<file path="src/rtl/dramCbrRefresh_pkg.sv">
package dramCbrRefresh_pkg;

  typedef enum logic [2:0] {
    ST_IDLE,
    ST_PRE1,
    ST_PRE2,
    ST_REF1,
    ST_RWAIT,
    ST_REF2,
    ST_SCAS,
    ST_SELF
  } refState_t;

  typedef struct packed {
    logic casLow;
    logic rasLow;
    logic refDrive;
    logic busy;
    logic selfRef;
  } refStrobe_t;

endpackage

</file>
<file path="src/rtl/dramCbrRefresh_ctl.sv">
module dramCbrRefresh_ctl
  import dramCbrRefresh_pkg::*;
#(
  parameter int EN_W = 3
) (
  input  logic            clk,
  input  logic            rstN,
  input  logic            refTick,
  input  logic [EN_W-1:0] dramEnable,
  input  logic            extraPrecharge,
  input  logic            rasStretch,
  input  logic            busActive,
  input  logic            standbyReq,
  output refStrobe_t      strobes,
  output logic            enableOn
);

  refState_t state, stateNext;
  logic pending, pendingNext;
  logic tickOk, startRef, goSelf, inSelf;

  assign enableOn = |dramEnable;
  assign inSelf   = (state == ST_SCAS) || (state == ST_SELF);
  assign tickOk   = refTick && enableOn && !inSelf;
  assign goSelf   = (state == ST_IDLE) && standbyReq && !busActive;
  assign startRef = (state == ST_IDLE) && !standbyReq && !busActive
                    && (pending || tickOk);

  always_comb begin
    stateNext = state;
    unique case (state)
      ST_IDLE:  if (goSelf) stateNext = ST_SCAS;
                else if (startRef) stateNext = ST_PRE1;
      ST_PRE1:  stateNext = extraPrecharge ? ST_PRE2 : ST_REF1;
      ST_PRE2:  stateNext = ST_REF1;
      ST_REF1:  stateNext = rasStretch ? ST_RWAIT : ST_REF2;
      ST_RWAIT: stateNext = ST_REF2;
      ST_REF2:  stateNext = ST_IDLE;
      ST_SCAS:  stateNext = ST_SELF;
      ST_SELF:  if (!standbyReq) stateNext = ST_IDLE;
      default:  stateNext = ST_IDLE;
    endcase
  end

  always_comb begin
    if (goSelf || startRef) pendingNext = 1'b0;
    else                    pendingNext = pending || tickOk;
  end

  always_ff @(posedge clk or negedge rstN) begin
    if (!rstN) begin
      state   <= ST_IDLE;
      pending <= 1'b0;
    end else begin
      state   <= stateNext;
      pending <= pendingNext;
    end
  end

  always_comb begin
    strobes = '0;
    unique case (state)
      ST_PRE1, ST_PRE2: begin
        strobes.refDrive = 1'b1;
        strobes.busy     = 1'b1;
      end
      ST_REF1: begin
        strobes.refDrive = 1'b1;
        strobes.busy     = 1'b1;
        strobes.casLow   = 1'b1;
      end
      ST_RWAIT, ST_REF2: begin
        strobes.refDrive = 1'b1;
        strobes.busy     = 1'b1;
        strobes.casLow   = 1'b1;
        strobes.rasLow   = 1'b1;
      end
      ST_SCAS: begin
        strobes.busy   = 1'b1;
        strobes.casLow = 1'b1;
      end
      ST_SELF: begin
        strobes.busy    = 1'b1;
        strobes.casLow  = 1'b1;
        strobes.rasLow  = 1'b1;
        strobes.selfRef = 1'b1;
      end
      default: strobes = '0;
    endcase
  end

endmodule

</file>
<file path="src/rtl/dramCbrRefresh_dp.sv">
module dramCbrRefresh_dp
  import dramCbrRefresh_pkg::*;
#(
  parameter int ADDR_W = 24
) (
  input  logic              clk,
  input  logic              rstN,
  input  refStrobe_t        strobes,
  input  logic              addrMode,
  input  logic              busActive,
  input  logic [ADDR_W-1:0] busAddr,
  input  logic [ADDR_W-1:0] areaStart,
  output logic [ADDR_W-1:0] addrOut,
  output logic              rasN,
  output logic              casN,
  output logic              busy,
  output logic              selfRefresh
);

  logic [ADDR_W-1:0] heldAddr;
  logic [ADDR_W-1:0] refAddr;

  always_ff @(posedge clk or negedge rstN) begin
    if (!rstN)          heldAddr <= '0;
    else if (busActive) heldAddr <= busAddr;
  end

  assign refAddr     = addrMode ? heldAddr : areaStart;
  assign addrOut     = strobes.refDrive ? refAddr : busAddr;
  assign rasN        = !strobes.rasLow;
  assign casN        = !strobes.casLow;
  assign busy        = strobes.busy;
  assign selfRefresh = strobes.selfRef;

endmodule

</file>
<file path="src/rtl/dramCbrRefresh.sv">
module dramCbrRefresh
  import dramCbrRefresh_pkg::*;
#(
  parameter int ADDR_W = 24,
  parameter int EN_W   = 3
) (
  input  logic              clk,
  input  logic              rstN,
  input  logic              refTick,
  input  logic [EN_W-1:0]   dramEnable,
  input  logic              extraPrecharge,
  input  logic              rasStretch,
  input  logic              addrMode,
  input  logic              busActive,
  input  logic [ADDR_W-1:0] busAddr,
  input  logic [ADDR_W-1:0] areaStart,
  input  logic              standbyReq,
  output logic              rasN,
  output logic              casN,
  output logic [ADDR_W-1:0] addrOut,
  output logic              busy,
  output logic              selfRefresh,
  output logic              timerRun
);

  refStrobe_t strobes;
  logic       enableOn;

  dramCbrRefresh_ctl #(.EN_W(EN_W)) u_ctl (
    .clk(clk), .rstN(rstN), .refTick(refTick), .dramEnable(dramEnable),
    .extraPrecharge(extraPrecharge), .rasStretch(rasStretch),
    .busActive(busActive), .standbyReq(standbyReq),
    .strobes(strobes), .enableOn(enableOn)
  );

  dramCbrRefresh_dp #(.ADDR_W(ADDR_W)) u_dp (
    .clk(clk), .rstN(rstN), .strobes(strobes), .addrMode(addrMode),
    .busActive(busActive), .busAddr(busAddr), .areaStart(areaStart),
    .addrOut(addrOut), .rasN(rasN), .casN(casN), .busy(busy),
    .selfRefresh(selfRefresh)
  );

  assign timerRun = enableOn;

endmodule

</file>
<file path="config.mk">
export PLATFORM = sky130hd
export DESIGN_NAME = dramCbrRefresh
export DESIGN_NICKNAME = d
export VERILOG_FILES = /design/src/rtl/dramCbrRefresh_pkg.sv /design/src/rtl/dramCbrRefresh_ctl.sv /design/src/rtl/dramCbrRefresh_dp.sv /design/src/rtl/dramCbrRefresh.sv
export SDC_FILE = /design/constraint.sdc
export NUM_CORES = 1
export LEC_CHECK = 0
export BUFFER_PORTS_ARGS = -buffer_cell sky130_fd_sc_hd__buf_4
export CORE_ASPECT_RATIO = 1.25
export CORE_MARGIN = 5
export CORE_UTILIZATION = 30
export CTS_BUF_LIST = sky130_fd_sc_hd__clkbuf_4 sky130_fd_sc_hd__clkbuf_8 sky130_fd_sc_hd__clkbuf_16
export DETAILED_ROUTE_END_ITERATION = 6
export PLACE_DENSITY_LB_ADDON = 0.15
export SLEW_MARGIN = 15
export SYNTH_ARGS = -nofsm -noshare
export SYNTH_HDL_FRONTEND = slang
export SYNTH_SLANG_ARGS = --single-unit
</file>
<file path="constraint.sdc">
create_clock -name clk -period 2 [get_ports clk]
set_clock_uncertainty 0.2 [all_clocks]
set_input_delay 0.2 -clock clk [delete_from_list [all_inputs] [get_ports clk]]
set_output_delay 0.2 -clock clk [all_outputs]
set_load 0.1 [all_outputs]
</file>
==> run_results.csv <==
group,metric,value,unit
routing,drt-initial-drc-count,32,
layout,syn_to_final_growth,111.5,%
layout,antennaDiodeCount,0,
layout,regArea,700.7,µm²
sta,rsz0062_at_grt,"true",
logic_synthesis,synthMuxAreaShare,0.2952,
die,die_x,77.91,µm
cts,htreeDepth,1,
global_route,antenna_found_initial,0,
worst_setup_path,critical_path.cell_chain,"or3_4 > nand2_8 > buf_16 > buf_6 > o21ai_4 > buf_12",
global_route,first_global_vias,1895,
worst_setup_path,worstSetupStartpoint,"u_ctl.state[0]",
sta,fmax,459.4,MHz
cts,cts_buffers,3,
sta,layout_setup_ws,-0.1769,ns
placement,portBuffers,87,
min_path,hold_path_class,"primary input to flop",
logic_synthesis,ys_warn_count,0,
sta,finalHoldViolations,0,
routing,drtAntennaViolNets,0,
sta,relSlewSlack,0.7047,
layout,drive_gt1_frac,0.6503,
routing,first_pass_iters,3,
logic_synthesis,synth-compound-area-share,0.1295,
placement,post_dp_cell_area,0.002834,mm²
layout,final_util,0.6414,
sta,worstMarginPinSlew,0.4430,ns
status,status,"finished, violations left",
worst_setup_path,required,1.60,ns
worst_setup_path,cp_slowest_cell,"or3_4",
cts,insertion_delay,0.27,ns
global_route,grt_max_degree,29,
die,start_util,0.3033,
worst_setup_path,crit_fanout,8,
logic_synthesis,synth_top_family_by_area,"multiplexers",
min_path,hp-start,"refTick",
layout,final_cell_mix,"69 x buf_4, 29 x buf_12, 28 x dfrtp_1",
routing,met3_length,274,µm
worst_setup_path,reg2reg_from,"u_ctl.state[0]",
global_route,grt_first_pass_wirelength,9.128,mm
sta,finalCritPeriodShare,1.088,
routing,wl_per_cell,15.50,µm
placement,dp_worst_setup_slack,0.01734,ns
die,fp-row-count,31,
placement,gp_congestion,0.7027,
worst_setup_path,max_stage_delay,0.43,ns
layout,fillers,434,
worst_setup_path,start_kind,"flop",
die,pin_count,88,
routing,vias_per_cell,4.838,
logic_synthesis,ys_seq_area_frac,0.4052,
logic_synthesis,syn-instance-count,164,
cts,cts_sinks,28,
die,dieArea,0.007392,mm²
worst_setup_path,cp-end-kind,"primary output",
global_route,track_usage,0.1528,
routing,routed_wl,5.456,mm
run,cap_violations,0,
die,die_h,94.88,µm
layout,final_nets,346,
routing,m1WireLength,2.114,mm
logic_synthesis,yosys.area_share.xor_xnor,0,
cts,clockBufferDepth,2,
logic_synthesis,synthDistinctLibCells,25,
global_route,overflow,0,
logic_synthesis,avgSynthCellArea,10.54,µm²
routing,top_layer_used,"met4",
sta,finalCriticalPeriod,2.177,ns
routing,met2WireLength,3.011,mm
cts,clkTransAtPathRegs,0.09,ns
sta,setup_viol,24,
layout,finalInstanceArea,0.003657,mm²
cts,cts_root_buffer,"clkbuf_8",
cts,cts_tree,"yes",
logic_synthesis,ys_seq_elements,28,
logic_synthesis,syn_nets,223,
sta,finalMaxSlewViolations,0,
routing,via_count,1703,
worst_setup_path,path_class,"flop to primary output",
status,violations,"negative setup slack",
logic_synthesis,synthSimpleGateAreaFrac,0.09841,
placement,hpwlAfterDp,3.528,mm
logic_synthesis,synth.cell_area,0.001729,mm²
layout,layout_commonest_cell,"buf_4",
layout,multi_input_area,0.001314,mm²
die,core_region_area,0.005702,mm²
logic_synthesis,synthAdderAreaFrac,0,
sta,holdWs,0.01101,ns
routing,drc,0,
worst_setup_path,cp.arrival,1.78,ns
[worst paths after layout]
check,end,slack (ns),depth (start not counted)
min in group asynchronous,u_dp.heldAddr[12],0.17,2
hold reg to reg,u_dp.heldAddr[23],0.31,1
setup / recovery,addrOut[1],-0.18,6
setup reg to reg,u_ctl.pending,0.59,4
max in group asynchronous,u_dp.heldAddr[20],1.16,2
hold / removal,u_ctl.pending,0.01,3
[synth_stat cells (all sizes together)]
cell     instances  share of area
buf             11          0.060
dfrtp           28           0.41
and3             1         0.0036
mux2i           24           0.14
inv              2         0.0043
mux2            24           0.16
nand2           27          0.063
o21ai           27           0.10
or3              2          0.010
clkbuf           3         0.0072
a2bb2oi          1         0.0051
a21oi            3         0.0087
o211ai           1         0.0043
nor2             4         0.0087
nand2b           2         0.0072
a31oi            2         0.0072
nor3             2         0.0058
[worst max-delay path, delay by kind of cell (launching register included)]
family / cells / cell delay [ns]
buffers and inverters: 3 / 0.45
AND/OR/NAND/NOR: 2 / 0.60
AO/OA/AOI/OAI: 1 / 0.05
flip-flops: 1 / 0.39
[cells by family (layout without fill, tap and decap cells)]
| group | Yosys count | after routing |
|---|---|---|
| mux | 48 | 48 |
| simple gates | 38 | 38 |
| compound gates | 34 | 34 |
| flops | 28 | 28 |
| buf+inv | 16 | 138 |
[per-layer routing]
metal	track usage	vias up
met1	0.1825	822
met4	0.03803	0
li1	-	825
met2	0.2848	50
met5	0	-
met3	0.02195	6
[registers in the layout (all words and copies together) (netlist names)]
register and flops:
u_ctl.state 3, u_ctl.pending 1, u_dp.heldAddr 24
[stage by stage]
stage,instances,TNS (ns)
2_1_floorplan,164,-5.101
3_3_place_gp,315,0
3_5_place_dp,315,0
4_1_cts,352,-4.229
5_1_grt,352,-5.423
6_report,352,-3.727
[area by class of cell]
class | count | area share
well taps | 66 | 0.02258
flip-flops and latches | 28 | 0.1916
inverters | 2 | 0.002053
repair buffers | 132 | 0.4095
multi-input cells | 120 | 0.3592
clock buffers | 4 | 0.01505
[repair_timing]
| item | CTS | global route |
|---|---|---|
| pin swaps | 16 | 4 |
| endpoints found under the setup margin | 24 | 24 |
| hold buffers | 26 | 0 |
| gates cloned | 3 | 0 |
| resized for setup | 91 | 3 |
| endpoints found under the hold margin | 53 | 0 |
| buffers inserted | 4 | 1 |
Power is not shown: default switching activity piles up to over one toggle a cycle in this logic, so the estimate is an artifact.
